<file path="config.mk">
export PLATFORM = sky130hd
export DESIGN_NAME = pgwalk_top
export DESIGN_NICKNAME = d
export VERILOG_FILES = /design/src/rtl/pgwalk_pkg.sv /design/src/rtl/pgwalk_base_reg.sv /design/src/rtl/pgwalk_addr_gen.sv /design/src/rtl/pgwalk_fsm.sv /design/src/rtl/pgwalk_pte_decode.sv /design/src/rtl/pgwalk_top.sv
export SDC_FILE = /design/constraint.sdc
export NUM_CORES = 1
export LEC_CHECK = 0
export ABC_AREA = 1
export BUFFER_PORTS_ARGS = -buffer_cell sky130_fd_sc_hd__buf_4
export CAP_MARGIN = 20
export CORE_ASPECT_RATIO = 0.5
export CORE_MARGIN = 5
export CORE_UTILIZATION = 57
export DETAILED_ROUTE_END_ITERATION = 6
export PLACE_DENSITY = 0.83
export SLEW_MARGIN = 0
export SYNTH_ARGS = -nofsm -noshare
export SYNTH_HDL_FRONTEND = slang
export SYNTH_SLANG_ARGS = --single-unit
</file>
<file path="constraint.sdc">
create_clock -name clk -period 5.31 [get_ports clk]
set_input_delay 0.7965 -clock clk [delete_from_list [all_inputs] [get_ports clk]]
set_output_delay 0.7965 -clock clk [all_outputs]
set_load 0.01 [all_outputs]
</file>
<file path="src/rtl/pgwalk_pkg.sv">
package pgwalk_pkg;

  typedef enum logic [1:0] {
    ST_IDLE = 2'd0,
    ST_REQ  = 2'd1,
    ST_WAIT = 2'd2,
    ST_DONE = 2'd3
  } walk_state_e;

  // entry layout (fixed 32-bit word)
  localparam int PTE_W         = 32;
  localparam int PTE_PRESENT   = 0;
  localparam int PTE_ACCESSED  = 1;
  localparam int PTE_DIRTY     = 2;
  localparam int PTE_FRAME_LSB = 12;
  localparam int PTE_FRAME_W   = PTE_W - PTE_FRAME_LSB;
  localparam int PTE_SIZE_LOG2 = 2;

endpackage

</file>
<file path="src/rtl/pgwalk_base_reg.sv">
module pgwalk_base_reg #(
  parameter int ADDR_W = 32
) (
  input  logic              clk,
  input  logic              rst_n,
  input  logic              wr_en,
  input  logic [ADDR_W-1:0] wr_data,
  output logic [ADDR_W-1:0] base_q
);

  logic [ADDR_W-1:0] base_d;

  always_comb begin
    base_d = base_q;
    if (wr_en) base_d = wr_data;
  end

  always_ff @(posedge clk or negedge rst_n) begin
    if (!rst_n) base_q <= '0;
    else        base_q <= base_d;
  end

endmodule

</file>
<file path="src/rtl/pgwalk_addr_gen.sv">
module pgwalk_addr_gen
  import pgwalk_pkg::*;
#(
  parameter int ADDR_W = 32,
  parameter int VPN_W  = 20
) (
  input  logic              clk,
  input  logic              rst_n,
  input  logic              load,
  input  logic [ADDR_W-1:0] base,
  input  logic [VPN_W-1:0]  vpn,
  output logic [ADDR_W-1:0] addr_q,
  output logic [VPN_W-1:0]  vpn_q
);

  localparam int OFS_W = VPN_W + PTE_SIZE_LOG2;

  logic [OFS_W-1:0]  ofs;
  logic [ADDR_W-1:0] addr_d;
  logic [VPN_W-1:0]  vpn_d;

  always_comb begin
    ofs    = {vpn, {PTE_SIZE_LOG2{1'b0}}};
    addr_d = addr_q;
    vpn_d  = vpn_q;
    if (load) begin
      addr_d = base + ADDR_W'(ofs);
      vpn_d  = vpn;
    end
  end

  always_ff @(posedge clk or negedge rst_n) begin
    if (!rst_n) begin
      addr_q <= '0;
      vpn_q  <= '0;
    end else begin
      addr_q <= addr_d;
      vpn_q  <= vpn_d;
    end
  end

endmodule

</file>
<file path="src/rtl/pgwalk_fsm.sv">
module pgwalk_fsm
  import pgwalk_pkg::*;
(
  input  logic clk,
  input  logic rst_n,
  input  logic miss_valid,
  input  logic mem_gnt,
  input  logic mem_rsp_valid,
  output logic load_walk,
  output logic capture_rsp,
  output logic busy,
  output logic mem_req,
  output logic done
);

  walk_state_e state_q, state_d;

  always_comb begin
    state_d     = state_q;
    load_walk   = 1'b0;
    capture_rsp = 1'b0;
    unique case (state_q)
      ST_IDLE: if (miss_valid) begin
        load_walk = 1'b1;
        state_d   = ST_REQ;
      end
      ST_REQ:  if (mem_gnt) state_d = ST_WAIT;
      ST_WAIT: if (mem_rsp_valid) begin
        capture_rsp = 1'b1;
        state_d     = ST_DONE;
      end
      ST_DONE: state_d = ST_IDLE;
      default: state_d = ST_IDLE;
    endcase
  end

  always_ff @(posedge clk or negedge rst_n) begin
    if (!rst_n) state_q <= ST_IDLE;
    else        state_q <= state_d;
  end

  assign busy    = (state_q != ST_IDLE);
  assign mem_req = (state_q == ST_REQ);
  assign done    = (state_q == ST_DONE);

endmodule

</file>
<file path="src/rtl/pgwalk_pte_decode.sv">
module pgwalk_pte_decode
  import pgwalk_pkg::*;
(
  input  logic                   clk,
  input  logic                   rst_n,
  input  logic                   capture,
  input  logic [PTE_W-1:0]       rsp_data,
  input  logic                   done,
  output logic                   xlat_valid,
  output logic                   fault_valid,
  output logic [PTE_FRAME_W-1:0] frame,
  output logic                   accessed,
  output logic                   dirty
);

  logic                   present_q, present_d;
  logic                   acc_q, acc_d;
  logic                   dirty_q, dirty_d;
  logic [PTE_FRAME_W-1:0] frame_q, frame_d;
  logic                   unused_rsvd;

  assign unused_rsvd = ^rsp_data[PTE_FRAME_LSB-1:PTE_DIRTY+1];

  always_comb begin
    present_d = present_q;
    acc_d     = acc_q;
    dirty_d   = dirty_q;
    frame_d   = frame_q;
    if (capture) begin
      present_d = rsp_data[PTE_PRESENT];
      acc_d     = rsp_data[PTE_ACCESSED];
      dirty_d   = rsp_data[PTE_DIRTY];
      frame_d   = rsp_data[PTE_W-1:PTE_FRAME_LSB];
    end
  end

  always_ff @(posedge clk or negedge rst_n) begin
    if (!rst_n) begin
      present_q <= 1'b0;
      acc_q     <= 1'b0;
      dirty_q   <= 1'b0;
      frame_q   <= '0;
    end else begin
      present_q <= present_d;
      acc_q     <= acc_d;
      dirty_q   <= dirty_d;
      frame_q   <= frame_d;
    end
  end

  assign xlat_valid  = done &  present_q;
  assign fault_valid = done & ~present_q;
  assign frame       = frame_q;
  assign accessed    = acc_q;
  assign dirty       = dirty_q;

endmodule

</file>
<file path="src/rtl/pgwalk_top.sv">
module pgwalk_top
  import pgwalk_pkg::*;
#(
  parameter int ADDR_W = 32,
  parameter int VPN_W  = 20
) (
  input  logic                   clk,
  input  logic                   rst_n,
  input  logic                   base_wr_en,
  input  logic [ADDR_W-1:0]      base_wr_data,
  input  logic                   miss_valid,
  input  logic [VPN_W-1:0]       miss_vpn,
  output logic                   busy,
  output logic                   mem_req,
  output logic [ADDR_W-1:0]      mem_addr,
  input  logic                   mem_gnt,
  input  logic                   mem_rsp_valid,
  input  logic [PTE_W-1:0]       mem_rsp_data,
  output logic                   xlat_valid,
  output logic [PTE_FRAME_W-1:0] xlat_frame,
  output logic                   xlat_accessed,
  output logic                   xlat_dirty,
  output logic                   fault_valid,
  output logic [VPN_W-1:0]       walk_vpn
);

  logic [ADDR_W-1:0] base_q;
  logic              load_walk;
  logic              capture_rsp;
  logic              done;

  pgwalk_base_reg #(.ADDR_W(ADDR_W)) base_i (
    .clk     (clk),
    .rst_n   (rst_n),
    .wr_en   (base_wr_en),
    .wr_data (base_wr_data),
    .base_q  (base_q)
  );

  pgwalk_fsm fsm_i (
    .clk           (clk),
    .rst_n         (rst_n),
    .miss_valid    (miss_valid),
    .mem_gnt       (mem_gnt),
    .mem_rsp_valid (mem_rsp_valid),
    .load_walk     (load_walk),
    .capture_rsp   (capture_rsp),
    .busy          (busy),
    .mem_req       (mem_req),
    .done          (done)
  );

  pgwalk_addr_gen #(.ADDR_W(ADDR_W), .VPN_W(VPN_W)) addr_i (
    .clk    (clk),
    .rst_n  (rst_n),
    .load   (load_walk),
    .base   (base_q),
    .vpn    (miss_vpn),
    .addr_q (mem_addr),
    .vpn_q  (walk_vpn)
  );

  pgwalk_pte_decode dec_i (
    .clk         (clk),
    .rst_n       (rst_n),
    .capture     (capture_rsp),
    .rsp_data    (mem_rsp_data),
    .done        (done),
    .xlat_valid  (xlat_valid),
    .fault_valid (fault_valid),
    .frame       (xlat_frame),
    .accessed    (xlat_accessed),
    .dirty       (xlat_dirty)
  );

endmodule

</file>
# Word level (Yosys, flattened, before mapping)
# Index checks and enable logic that the tools add are counted.
# totals
elab_cells	29
ff_bits	109
output_inout_bits	78
inputBits	90
# classes
n_reduce_logical	3
mux	8
addsub	1
eq_ne	6
bitwise_logic	3
# op_table
op	count
$add A32 B22 Y32	1
$pmux W2 S4	1
$mux W2	3
$eq A2 B2 Y1 const B	2
$mux W1	4
$ne A2 B2 Y1 const B	2
$reduce_and A3 Y1	1
$and A1 B1 Y1	2
$eq A2 B1 Y1 const B	1
$logic_not A2 Y1	1
$ne A2 B1 Y1 const B	1
$reduce_bool A2 Y1	1
$not A1 Y1	1

# Longest topological paths before layout
# logic_depth
word_depth	3
ltp_mapped	13
ltp_nobuf	13

# Cells and area by module
# Synthesis repeated with hierarchy kept, for this count alone.
# unflattened
hier_cells	859
area_unflattened_um2	6206.0
# by_module_without_submodules
module	cells_per_inst	area_each_um2	n_inst	seq_area_each_um2
pgwalk_addr_gen	594	3826.2	1	1301.2
pgwalk_base_reg	136	1292.5	1	800.8
pgwalk_pte_decode	101	890.9	1	575.6
pgwalk_fsm	28	196.4	1	50.0

# Worst setup path before layout
# No wires, ideal clock.
# synth_timing
path_kind	input-to-reg
from	input miss_vpn[0]
to	register addr_i.addr_q[22]
stages	13
setup_slack_ps	3080
required_ps	5193
setup_ps	117
arrival_ps	2112
cell_sequence	ha_1 inv_1 fa_1 inv_1 nand3_1 nand3_1 nand3_1 nand2_1 nand2_1 nand2_1 nand2_1 nand3_1 nand2_1
# synth_between
elab_chain_cells	1
# synth_lines
element	line_no	rtl
start, declared	pgwalk_top.sv:12	input logic [VPN_W-1:0] miss_vpn,
$add A32 B22 Y32	pgwalk_addr_gen.sv:27	addr_d = base + ADDR_W'(ofs);
end signal, assigned	pgwalk_addr_gen.sv:37	addr_q <= addr_d;
end, declared	pgwalk_addr_gen.sv:12	output logic [ADDR_W-1:0] addr_q,
# Every way passes these cells.
# A chain may end at the register's enable or synchronous reset.

# Worst setup path in the final report
# layout_timing
from	input miss_vpn[0]
to	register addr_i.addr_q[24]
# The elaborated chain is that of the path after synthesis.

==> impl_summary.log <==
INFO  metric run_status = finished, final reports clean
INFO  metric timing.critical_path.slowest_stage_cell = sky130_fd_sc_hd__fa_1
INFO  metric netlist.area_leader.share = 0.4557
INFO  metric core_area = 10210 um^2
INFO  metric routed_wire_length_per_instance = 14.77 um
INFO  metric sequential_element_share_of_the_synthesized_area = 0.4557
INFO  metric yosysWarnings = 0
INFO  metric port_buffers = 158
INFO  metric synth.net_count = 852
INFO  metric fp-row-count = 26
INFO  metric htree_levels = 3
INFO  metric final-setup-viol-count = 0
INFO  metric vias = 5221
INFO  metric cp-start-kind = input port
INFO  metric netlist_top_cells_area = sky130_fd_sc_hd__dfrtp_1 46%, sky130_fd_sc_hd__nand2_1 17%, sky130_fd_sc_hd__mux2_2 7.9%
INFO  metric worstPathArrival = 2.65 ns
INFO  metric globalplace.congestion = 0.9037
INFO  metric remaining_drc_errors = 0
INFO  metric postCtsSetupRepairBufs = 0
INFO  metric number_of_global_route_vias_before_repair = 4904
INFO  metric crit_required = 5.55 ns
INFO  metric fin_total_pwr = 3.394 mW
INFO  metric final_max_slew_viol_count = 0
INFO  metric yosys.area.top_type = sky130_fd_sc_hd__dfrtp_1
INFO  metric timing.max_slew.rel_slack = 0.3804
INFO  metric syn-instance-count = 736
INFO  metric netlist_area_pre_place = 5986 um^2
INFO  metric worstSetupPathType = input port to register
INFO  metric cts_buffer_depth = 2
INFO  metric fin_util = 0.7411
INFO  metric synth.lib_cells_used.distinct = 32
INFO  metric worstSetupEndpointType = register
INFO  metric detailed_routing_iteration_count_for_the_pre_antenna_repair_pass = 5
INFO  metric critical-path-max-stage-delay = 0.37 ns
INFO  metric cts-buffers-inserted = 9
INFO  metric hold_slack = 0.4815 ns
INFO  metric hpwlAfterDp = 11790 um
INFO  metric cts-resized-gates = 0
INFO  metric worst_hold_path_type = register to register
INFO  metric antenna_found_initial = 0
INFO  metric critical_path.top_delay_family = simple AND/OR/NAND/NOR gates
INFO  metric fillerInstances = 816
INFO  metric cts.hold.buffers_added = 0
INFO  metric timing.fmax = 414.9 MHz
INFO  metric drt-initial-drc-count = 366
INFO  metric final.setup_skew = 0.005400 ns
INFO  metric post-route-worst-setup-slack = 2.900 ns
INFO  metric floorplan.die_area = 12770 um^2
INFO  metric max_cap_viol_count = 0
INFO  metric ys_seq_elements = 109
INFO  metric timing.reg2reg.setup_slack = 3.03 ns
INFO  metric die-height = 82.46 um
INFO  metric worstSkewPairLatency = 0.35 ns
INFO  metric grt_remaining_overflow = 0
INFO  metric first_pass_grt_wire_length = 24350 um
INFO  metric die_width = 154.9 um
INFO  metric fin_setup_tns = 0 ns
INFO  metric pin_count_of_the_biggest_net_entering_global_routing = 69
INFO  metric leakage = 4.092 nW
INFO  metric io-pin-count = 168
INFO  metric place_ws = 2.559 ns
INFO  metric crit_path_max_fanout = 4
INFO  metric layout_commonest_cell = sky130_fd_sc_hd__nand2_1
INFO  metric power.density_cell_area = 448.3 nW/um^2
INFO  metric layout_common_cells = 277 x sky130_fd_sc_hd__nand2_1, 160 x sky130_fd_sc_hd__buf_4, 109 x sky130_fd_sc_hd__dfrtp_1
INFO  metric crit_buf_inv = 3
INFO  metric detail_route.vias_per_cell = 5.044
INFO  metric area_delta_synth_final = 26.46%
INFO  metric clock_sinks = 109
INFO  metric clk_pin_slew = 0.07 ns
INFO  metric rsz0062_at_grt = false
INFO  metric layout_worst_path_cycle_share = 0.4539
INFO  metric cpMostUsedCell = sky130_fd_sc_hd__nand2_1
INFO  metric floorplan.initialDensity = 0.5860
INFO  metric synth.avg_cell_area = 8.133 um^2
INFO  metric routed_wirelength = 15290 um
INFO  metric cp_cell_sequence = buf_4 > ha_1 > inv_1 > fa_1 > inv_1 > nand3_1 > nand3_1 > nand2_1 > nand2_1 > nand2_1 > nand3_1 > nand2_1 > nand3_1 > nand2_1
INFO  metric gr-usage-all-layers = 0.2408
INFO  metric finalHoldViolCount = 0
INFO  metric layout_min_cycle_time = 2.410 ns
INFO  metric clock_root_buffer = sky130_fd_sc_hd__clkbuf_16
INFO  metric nets = 1006
INFO  metric tightestPinTransition = 0.9272 ns
INFO  metric tritoncts_clock_tree = done
INFO  metric antenna_cells = 0
INFO  metric vdd.ir_drop.worst = 0.1871 mV
INFO  metric drtAntennaViolNets = 0
INFO  metric drive_above_1_share = 0.2827
[worst min-delay path: cells and delay by family, from the launching register on]
family | cells | cell delay (ns)
flops | 1 | 0.34
simple gates | 2 | 0.11
[state kept, by name, summed over array words and instances, names as in the netlist]
signal           count
dec_i.frame         20
addr_i.addr_q       32
dec_i.accessed       1
dec_i.dirty          1
dec_i.present_q      1
addr_i.vpn_q        20
base_i.base_q       32
fsm_i.state_q        2
[final cells by class]
class	count	area (um^2)	area share
Multi-Input combinational cell	520	2848	0.3762
Sequential cell	109	2728	0.3603
Timing Repair Buffer	160	1201	0.1587
Inverter	90	337.8	0.04463
Clock buffer	10	229.0	0.03025
Tap cell	140	175.2	0.02314
Clock inverter	6	51.30	0.006777
[report_power, final]
part           switching [mW]  leakage [nW]  internal [mW]
Combinational           0.755          2.63          0.691
Sequential              0.166          1.33           1.14
Clock                   0.318         0.134          0.326
[worst paths after layout]
path	startpoint	to	cells after the start
worst max-delay path	miss_vpn[0]	addr_i.addr_q[24]	14
worst min-delay path	addr_i.addr_q[28]	addr_i.addr_q[28]	2
worst max register to register	fsm_i.state_q[0]	addr_i.addr_q[19]	7
worst min register to register	addr_i.addr_q[28]	addr_i.addr_q[28]	2
max in group asynchronous	rst_n	dec_i.frame[3]	2
min in group asynchronous	rst_n	addr_i.vpn_q[16]	1
[layer usage]
| layer | track usage | wire [um] | share of wire | vias up |
|---|---|---|---|---|
| met5 | 0 | 0 | 0 | - |
| met4 | 0.04846 | 106 | 0.0069 | 0 |
| met3 | 0.03956 | 992 | 0.065 | 10 |
| met2 | 0.4117 | 7284 | 0.48 | 158 |
| met1 | 0.3313 | 6901 | 0.45 | 2440 |
| li1 | - | - | - | 2613 |
[synth_stat cells (all sizes together)]
| library cell | n |
|---|---|
| xnor2 | 9 |
| nand2 | 290 |
| nand3 | 44 |
| a21oi | 13 |
| fa | 1 |
| nand3b | 7 |
| o21ai | 35 |
| o21bai | 2 |
| clkbuf | 7 |
| and2 | 1 |
| nor3 | 6 |
| ha | 25 |
| nand4 | 5 |
| dfrtp | 109 |
| inv | 90 |
| o22ai | 1 |
| xor2 | 1 |
| buf | 10 |
| nor2 | 37 |
| mux2 | 42 |
| or2 | 1 |
[kinds of logic after synthesis]
| logic type | count (synthesis) | share of synthesized area |
|---|---|---|
| compound gates | 51 | 0.04369 |
| xor+xnor | 10 | 0.01463 |
| fa+ha+maj | 26 | 0.05560 |
| buf+inv | 107 | 0.06898 |
| flops | 109 | 0.4557 |
| mux | 42 | 0.07901 |
| simple gates | 391 | 0.2824 |
[through the flow]
stage | instances | area [um^2]
global placement | 1019 | 7289
detailed placement | 1019 | 7289
CTS | 1035 | 7570
finish | 1035 | 7570
floorplan | 736 | 5986
global route | 1035 | 7570
No activity file was read; power rests on OpenSTA's default activity.
